`src/rtl/zs_pkg.sv`:
```
package zs_pkg;

    typedef enum logic [1:0] {
        S_SCAN = 2'd0,
        S_EMIT = 2'd1,
        S_POST = 2'd2,
        S_MARK = 2'd3
    } zs_state_e;

    typedef enum logic [1:0] {
        K_NONE = 2'd0,
        K_HDR  = 2'd1,
        K_SMP  = 2'd2,
        K_END  = 2'd3
    } zs_kind_e;

endpackage

```
`src/rtl/zs_thresh.sv`:
```
// Signed comparison of one sample against both levels.
module zs_thresh #(
    parameter int W = 12
) (
    input  logic [W-1:0] sample,
    input  logic [W-1:0] thr_lo,
    input  logic [W-1:0] thr_hi,
    output logic         above_lo,
    output logic         above_hi
);
    assign above_lo = $signed(sample) > $signed(thr_lo);
    assign above_hi = $signed(sample) > $signed(thr_hi);
endmodule

```
`src/rtl/zs_span.sv`:
```
// Guard-band clipping: leading guard against the free point, trailing guard
// against the end of the channel window.
module zs_span #(
    parameter int N_T      = 160,
    parameter int PRE_MAX  = 4,
    parameter int POST_MAX = 4,
    parameter int TW       = 8,
    parameter int PW       = 3,
    parameter int QW       = 3
) (
    input  logic [TW-1:0] t_now,
    input  logic [TW-1:0] t_free,
    input  logic [TW-1:0] t_end,
    input  logic [PW-1:0] pre_cnt,
    input  logic [QW-1:0] post_cnt,
    output logic [PW-1:0] pre_now,
    output logic [QW-1:0] post_now
);
    int gap_lo, gap_hi, pre_lim, post_lim;

    always_comb begin
        gap_lo   = int'(t_now) - int'(t_free);
        pre_lim  = (int'(pre_cnt) < PRE_MAX) ? int'(pre_cnt) : PRE_MAX;
        pre_now  = PW'((gap_lo < pre_lim) ? gap_lo : pre_lim);
        gap_hi   = (N_T - 1) - int'(t_end);
        post_lim = (int'(post_cnt) < POST_MAX) ? int'(post_cnt) : POST_MAX;
        post_now = QW'((gap_hi < post_lim) ? gap_hi : post_lim);
    end
endmodule

```
`src/rtl/zs_window.sv`:
```
// Shift window holding the most recent samples; index 0 is the newest.
module zs_window #(
    parameter int W     = 12,
    parameter int DEPTH = 8,
    parameter int IW    = 3
) (
    input  logic          clk,
    input  logic          rst_n,
    input  logic          shift_en,
    input  logic [W-1:0]  din,
    input  logic [IW-1:0] rd_idx,
    output logic [W-1:0]  rd_data
);
    logic [W-1:0] win_q   [DEPTH];
    logic [W-1:0] win_d   [DEPTH];
    logic [W-1:0] stage_in[DEPTH];

    for (genvar i = 0; i < DEPTH; i++) begin : g_stage
        if (i == 0) begin : g_head
            assign stage_in[i] = din;
        end else begin : g_tail
            assign stage_in[i] = win_q[i-1];
        end
    end

    always_comb begin
        for (int i = 0; i < DEPTH; i++) begin
            win_d[i] = shift_en ? stage_in[i] : win_q[i];
        end
    end

    always_ff @(posedge clk) begin
        for (int i = 0; i < DEPTH; i++) begin
            if (!rst_n) win_q[i] <= '0;
            else        win_q[i] <= win_d[i];
        end
    end

    assign rd_data = win_q[rd_idx];
endmodule

```
`src/rtl/zs_filter.sv`:
```
module zs_filter
    import zs_pkg::*;
#(
    parameter int SAMPLE_W = 12,
    parameter int N_CH     = 64,
    parameter int N_T      = 160,
    parameter int MAX_RUN  = 16,
    parameter int PRE_MAX  = 4,
    parameter int POST_MAX = 4,
    localparam int CHW = (N_CH > 1) ? $clog2(N_CH) : 1,
    localparam int TW  = $clog2(N_T),
    localparam int LW  = $clog2(PRE_MAX + MAX_RUN + POST_MAX + 1),
    localparam int PW  = $clog2(PRE_MAX + 1),
    localparam int QW  = $clog2(POST_MAX + 1),
    localparam int HW  = CHW + TW + LW,
    localparam int DW  = (HW > SAMPLE_W) ? HW : SAMPLE_W
) (
    input  logic                clk,
    input  logic                rst_n,
    input  logic [SAMPLE_W-1:0] thr_lo,
    input  logic [SAMPLE_W-1:0] thr_hi,
    input  logic [PW-1:0]       pre_cnt,
    input  logic [QW-1:0]       post_cnt,
    input  logic                in_valid,
    output logic                in_ready,
    input  logic [SAMPLE_W-1:0] in_sample,
    output logic                out_valid,
    input  logic                out_ready,
    output logic [1:0]          out_kind,
    output logic [DW-1:0]       out_data
);
    localparam int DEPTH = PRE_MAX + MAX_RUN + 1;
    localparam int IW    = $clog2(DEPTH);
    localparam int RW    = $clog2(MAX_RUN + 1);

    typedef struct packed {
        zs_state_e      st;
        logic [CHW-1:0] ch;
        logic [TW-1:0]  t;
        logic [TW-1:0]  t_free;
        logic [TW-1:0]  start_t;
        logic           in_run;
        logic           hit;
        logic           hdr_pend;
        logic           eoe;
        logic [RW-1:0]  run_len;
        logic [PW-1:0]  pre_eff;
        logic [IW-1:0]  rd_ptr;
        logic [IW-1:0]  rd_end;
        logic [QW-1:0]  post_rem;
        logic [LW-1:0]  hdr_len;
        logic [CHW-1:0] hdr_ch;
        logic [TW-1:0]  hdr_t;
    } ctl_t;

    ctl_t q, d;

    logic                above_lo, above_hi;
    logic [PW-1:0]       pre_now;
    logic [QW-1:0]       post_now;
    logic [TW-1:0]       t_end;
    logic                last_t, last_ch;
    logic                incl_close, excl_close, cl_hit, inc;
    int                  c_len, cl_len, cl_pre, nb, base;
    logic                c_hit;
    logic [PW-1:0]       c_pre;
    logic [TW-1:0]       c_start, cl_start;
    logic                shift_en, adv;
    logic [SAMPLE_W-1:0] rd_data;
    logic [DW-1:0]       ext_in, ext_buf;

    zs_thresh #(.W(SAMPLE_W)) u_thresh (
        .sample   (in_sample),
        .thr_lo   (thr_lo),
        .thr_hi   (thr_hi),
        .above_lo (above_lo),
        .above_hi (above_hi)
    );

    zs_span #(
        .N_T(N_T), .PRE_MAX(PRE_MAX), .POST_MAX(POST_MAX),
        .TW(TW), .PW(PW), .QW(QW)
    ) u_span (
        .t_now    (q.t),
        .t_free   (q.t_free),
        .t_end    (t_end),
        .pre_cnt  (pre_cnt),
        .post_cnt (post_cnt),
        .pre_now  (pre_now),
        .post_now (post_now)
    );

    zs_window #(.W(SAMPLE_W), .DEPTH(DEPTH), .IW(IW)) u_window (
        .clk      (clk),
        .rst_n    (rst_n),
        .shift_en (shift_en),
        .din      (in_sample),
        .rd_idx   (q.rd_ptr),
        .rd_data  (rd_data)
    );

    // Run bookkeeping for the sample currently on the input.
    always_comb begin
        last_t     = (q.t == TW'(N_T - 1));
        last_ch    = (q.ch == CHW'(N_CH - 1));
        c_len      = q.in_run ? int'(q.run_len) + 1 : 1;
        c_hit      = (q.in_run & q.hit) | above_hi;
        c_pre      = q.in_run ? q.pre_eff : pre_now;
        c_start    = q.in_run ? q.start_t : q.t - TW'(pre_now);
        incl_close = above_lo && (last_t || c_len == MAX_RUN);
        excl_close = q.in_run && !above_lo;
        t_end      = excl_close ? q.t - TW'(1) : q.t;
        cl_len     = excl_close ? int'(q.run_len) : c_len;
        cl_hit     = excl_close ? q.hit : c_hit;
        cl_pre     = excl_close ? int'(q.pre_eff) : int'(c_pre);
        cl_start   = excl_close ? q.start_t : c_start;
        inc        = excl_close && (post_now != '0);
        base       = (excl_close && post_now == '0) ? 1 : 0;
        nb         = cl_pre + cl_len + (inc ? 1 : 0);
        ext_in     = DW'($signed(in_sample));
        ext_buf    = DW'($signed(rd_data));
    end

    always_comb begin
        d         = q;
        in_ready  = 1'b0;
        out_valid = 1'b0;
        out_kind  = K_SMP;
        out_data  = '0;
        shift_en  = 1'b0;
        adv       = 1'b0;

        case (q.st)
            S_SCAN: begin
                in_ready = 1'b1;
                if (in_valid) begin
                    shift_en = 1'b1;
                    adv      = 1'b1;
                    if (incl_close || excl_close) begin
                        d.in_run = 1'b0;
                        if (cl_hit) begin
                            d.st       = S_EMIT;
                            d.hdr_pend = 1'b1;
                            d.rd_ptr   = IW'(base + nb - 1);
                            d.rd_end   = IW'(base);
                            d.post_rem = post_now - QW'(inc);
                            d.hdr_len  = LW'(cl_pre + cl_len + int'(post_now));
                            d.hdr_ch   = q.ch;
                            d.hdr_t    = cl_start;
                            d.t_free   = TW'(int'(t_end) + int'(post_now) + 1);
                        end
                    end else if (above_lo) begin
                        d.in_run  = 1'b1;
                        d.run_len = RW'(c_len);
                        d.hit     = c_hit;
                        d.pre_eff = c_pre;
                        d.start_t = c_start;
                    end
                end
            end
            S_EMIT: begin
                out_valid = 1'b1;
                if (q.hdr_pend) begin
                    out_kind = K_HDR;
                    out_data = DW'({q.hdr_ch, q.hdr_t, q.hdr_len});
                    if (out_ready) d.hdr_pend = 1'b0;
                end else begin
                    out_kind = K_SMP;
                    out_data = ext_buf;
                    if (out_ready) begin
                        if (q.rd_ptr == q.rd_end) begin
                            if (q.post_rem != '0) d.st = S_POST;
                            else if (q.eoe)       d.st = S_MARK;
                            else                  d.st = S_SCAN;
                        end else begin
                            d.rd_ptr = q.rd_ptr - IW'(1);
                        end
                    end
                end
            end
            S_POST: begin
                in_ready  = out_ready;
                out_valid = in_valid;
                out_kind  = K_SMP;
                out_data  = ext_in;
                if (in_valid && out_ready) begin
                    shift_en   = 1'b1;
                    adv        = 1'b1;
                    d.post_rem = q.post_rem - QW'(1);
                    if (q.post_rem == QW'(1)) d.st = S_SCAN;
                end
            end
            default: begin
                out_valid = 1'b1;
                out_kind  = K_END;
                if (out_ready) begin
                    d.st  = S_SCAN;
                    d.eoe = 1'b0;
                end
            end
        endcase

        // Channel and time position of the stream.
        if (adv && last_t) begin
            d.t      = '0;
            d.t_free = '0;
            d.in_run = 1'b0;
            if (last_ch) begin
                d.ch  = '0;
                d.eoe = 1'b1;
                if (d.st == S_SCAN) d.st = S_MARK;
            end else begin
                d.ch = q.ch + CHW'(1);
            end
        end else if (adv) begin
            d.t = q.t + TW'(1);
        end
    end

    always_ff @(posedge clk) begin
        if (!rst_n) q <= '0;
        else        q <= d;
    end
endmodule

```
`config.mk`:
```
export PLATFORM = sky130hd
export DESIGN_NAME = zs_filter
export DESIGN_NICKNAME = d
export VERILOG_FILES = /design/src/rtl/zs_pkg.sv /design/src/rtl/zs_thresh.sv /design/src/rtl/zs_span.sv /design/src/rtl/zs_window.sv /design/src/rtl/zs_filter.sv
export SDC_FILE = /design/constraint.sdc
export NUM_CORES = 1
export LEC_CHECK = 0
export BUFFER_PORTS_ARGS = -buffer_cell sky130_fd_sc_hd__buf_4
export CAP_MARGIN = 20
export CELL_PAD_IN_SITES_DETAIL_PLACEMENT = 2
export CELL_PAD_IN_SITES_GLOBAL_PLACEMENT = 2
export CORE_ASPECT_RATIO = 1.2
export CORE_MARGIN = 4
export CORE_UTILIZATION = 38
export CTS_CLUSTER_DIAMETER = 150
export CTS_CLUSTER_SIZE = 25
export DETAILED_ROUTE_END_ITERATION = 10
export GPL_ROUTABILITY_DRIVEN = 0
export PLACE_DENSITY = 0.76
export SLEW_MARGIN = 20
export SYNTH_ARGS = -nofsm -noshare
export SYNTH_HDL_FRONTEND = slang
export SYNTH_SLANG_ARGS = --single-unit
```
`constraint.sdc`:
```
create_clock -name clk -period 7.93 [get_ports clk]
set_input_delay 1.1895 -clock clk [delete_from_list [all_inputs] [get_ports clk]]
set_output_delay 1.1895 -clock clk [all_outputs]
set_load 0.005 [all_outputs]
```
==> flow_summary.yaml <==
routing:
  viasPerCell: 5.69
  drt-total-wl_mm: 53.8
  first_pass_iters: 5
  post_drt_wl_per_cell_um: 21.0
  drt_iter0_drc: 704
  vias: 14500
  drc: 0
  ant_nets: 0
timing:
  rsz0062_at_grt: "no"
  timing.final.crit_period_ns: 6.78
  holdWs_ns: 0.451
  tns_ns: 0
  finalHoldViolCount: 0
  worstMarginPinSlew_ns: 1.08
  drv_slew: 0
  finalSetupViolations: 0
  period_share_pct: 85.5
  slew_headroom_pct: 27.9
  maxClockFrequency_ghz: 0.147
  clock_skew_ns: 0.0483
placement:
  hpwl_mm: 37.2
  io_buffer_count: 68
die:
  die_w_um: 201
  io-pin-count: 69
  die_area_um2: 48000
  start_util_pct: 38.5
  core-area_um2: 43900
  die_y_um: 239
  rows: 84
critical_path:
  cp.required_ns: 8.31
  crit_type: "flop to flop"
  crit_fanout: 8
  start_kind: "flop"
  endpoint_kind: "flop"
  cp_common_cell: "a21oi_1"
  crit_slowest_cell: "a2111oi_0"
  worstPathArrival_ns: 7.16
  cpPeakStageDelay_ns: 0.54
  cp_cell_sequence: "inv_1 > ha_1 > fa_1 > inv_1 > ha_1 > a21o_1 > a2111oi_0 > nand2_1 > mux2i_1 > a21oi_1 > mux2_2 > a21oi_1 > ha_1 > a21o_1 > a21oi_1 > nor2_1 > a2111oi_0 > o2111ai_1 > ha_1 > a21oi_1 > xnor2_1 > xnor2_1 > a21oi_1 > o22ai_1"
clock_network:
  clock-sinks: 329
  clockBufferDepth: 3
  clkTransAtPathRegs_ns: 0.11
  tritoncts: "built"
  htree_num_levels: 1
  ctsResizeCount: 0
  ctsHoldBuffers: 0
  clock_latency_ns: 0.55
  root_buffer: "clkbuf_16"
  cts_made_buffers: 17
  post-cts-setup-buffer-count: 0
power:
  power_frac_comb_pct: 15.1
  p_sw_share_pct: 28.6
  share_seq_of_total_power_pct: 53.7
  power.switching_mw: 0.903
  power_frac_clock_pct: 31.2
  power_density_nw_per_um2: 173
  p_int_mw: 2.26
  p_leak_nw: 6.32
  vdd_drop_max_v: 0.000108
outcome:
  status: "finished, final reports clean"
yosys:
  synth.yosys.seq_area_share_pct: 39.6
  synth.net_count: 2141
  synth.avg_cell_area_um2: 8.36
  syn-instance-count: 2024
  yosys_register_bits: 329
  async_flop_share_pct: 0
  synth_edf_count: 12
  synth_cell_types: 82
  yosys_warnings: 0
  synth-main-ff-cell: "dfxtp_1"
  syn_area_um2: 16900
final_layout:
  fill_cells: 4936
  area_delta_synth_final_pct: 8.14
  final_nets: 2111
  layout_common_cells: "nand2_1, dfxtp_1, a21oi_1"
  layout_commonest_cell: "nand2_1"
  drive_gt1_share_pct: 10.7
  n_antenna_cell: 0
global_route:
  grt_pass1_vias: 15600
  grt_max_degree: 156
  antenna_found_initial: 1
  grt_overflow: 0
  grtUsageTotal_pct: 21.9
  grt_pass1_wl_mm: 86.5
run:
  drv_cap: 0
min_path:
  min_path_type: "flop to flop"
[power by group through the flow]
stage	Sequential (mW)	Combinational, mW	Clock (mW)
detailed placement	1.74	0.478	0
global placement	1.73	0.467	0
finish	1.70	0.477	0.987
global route	1.70	0.527	1.09
floorplan	1.73	0.326	0
CTS	1.70	0.481	1.03
[final cells by class]
cell class / instances / area (um^2) / share of cell area, %
clock inverter: 1 / 30.0 / 0.164
multi-input combinational: 1494 / 9460 / 51.7
timing repair buffer: 91 / 708 / 3.87
sequential: 329 / 6710 / 36.7
clock buffer: 23 / 448 / 2.45
tap: 559 / 699 / 3.82
inverter: 61 / 236 / 1.29
[routing by layer]
layer / share of wire (%) / GRT usage [%] / wire length [um] / vias up
met2: 53 / 42.4 / 28600 / 120
li1: - / - / - / 6889
met3: 2.1 / 1.95 / 1150 / 48
met5: 0.022 / 0 / 12 / -
met1: 43 / 26.4 / 23000 / 7490
met4: 1.9 / 4.38 / 1000 / 2
[kinds of logic after synthesis]
logic type      share of synthesized area (%)
simple gates                             20.2
compound gates                           15.8
flops                                    39.6
buf+inv                                  4.51
mux                                      11.9
fa+ha+maj                                5.52
xor+xnor                                 2.33
[through the flow]
step                      instance area (um^2)  util [%]  power, mW  instances  worst slack, ns
final                                    18300      41.6       3.16       2558             1.15
after global routing                     18300      41.6       3.32       2558            0.511
after CTS                                18300      41.6       3.21       2557             1.15
after detailed placement                 17800      40.5       2.21       2533             1.14
after global placement                   17800      40.5       2.20       2533             1.39
after floorplan                          16900         -       2.05       2024             2.04
[cell usage after synthesis, types with 7 or more instances]
library cell | number | share of area (%)
a211oi_1 | 10 | 0.44
edfxtp_1 | 12 | 2.1
xnor2_1 | 25 | 1.3
mux4_2 | 72 | 9.6
ha_1 | 65 | 4.8
a21o_1 | 18 | 0.80
a21oi_1 | 308 | 9.1
o21ai_0 | 23 | 0.68
a21boi_0 | 10 | 0.44
buf_1 | 14 | 0.31
nand3_1 | 21 | 0.62
nor2b_1 | 18 | 0.67
a31oi_1 | 7 | 0.26
mux2i_1 | 36 | 2.1
and3_1 | 15 | 0.55
nor3_1 | 20 | 0.59
dfxtp_1 | 317 | 38
clkbuf_1 | 124 | 2.8
inv_1 | 59 | 1.3
nand2b_1 | 13 | 0.48
nand4_1 | 12 | 0.44
nand2_1 | 597 | 13
nor2_1 | 80 | 1.8
a222oi_1 | 11 | 0.65
xor2_1 | 20 | 1.0
[state kept, by name (all words and copies together) (netlist names), named ones only]
signal,flops
q,72
u_window.win_q,252
[final timing paths]
| kind | start | to | slack, ns | depth (start not counted) |
|---|---|---|---|---|
| worst max-delay path | q[60] | q[31] | 1.15 | 24 |
| worst min-delay path | u_window.win_q[16][9] | u_window.win_q[17][9] | 0.45 | 2 |
| worst max register to register | q[60] | q[31] | 1.15 | 24 |
| worst min register to register | u_window.win_q[16][9] | u_window.win_q[17][9] | 0.45 | 2 |
[critical path, delay by kind of cell, from the launching register on]
family                     cells  cell delay [ns]
DFF                            1             0.51
adders and majority gates      5             1.77
AOI/OAI and AO/OA             11             3.08
and+or+nand+nor                2             0.26
muxes                          2             0.51
buffers and inverters          2             0.24
xor gates and xnor gates       2             0.25
No activity file was read; power rests on OpenSTA's default activity.
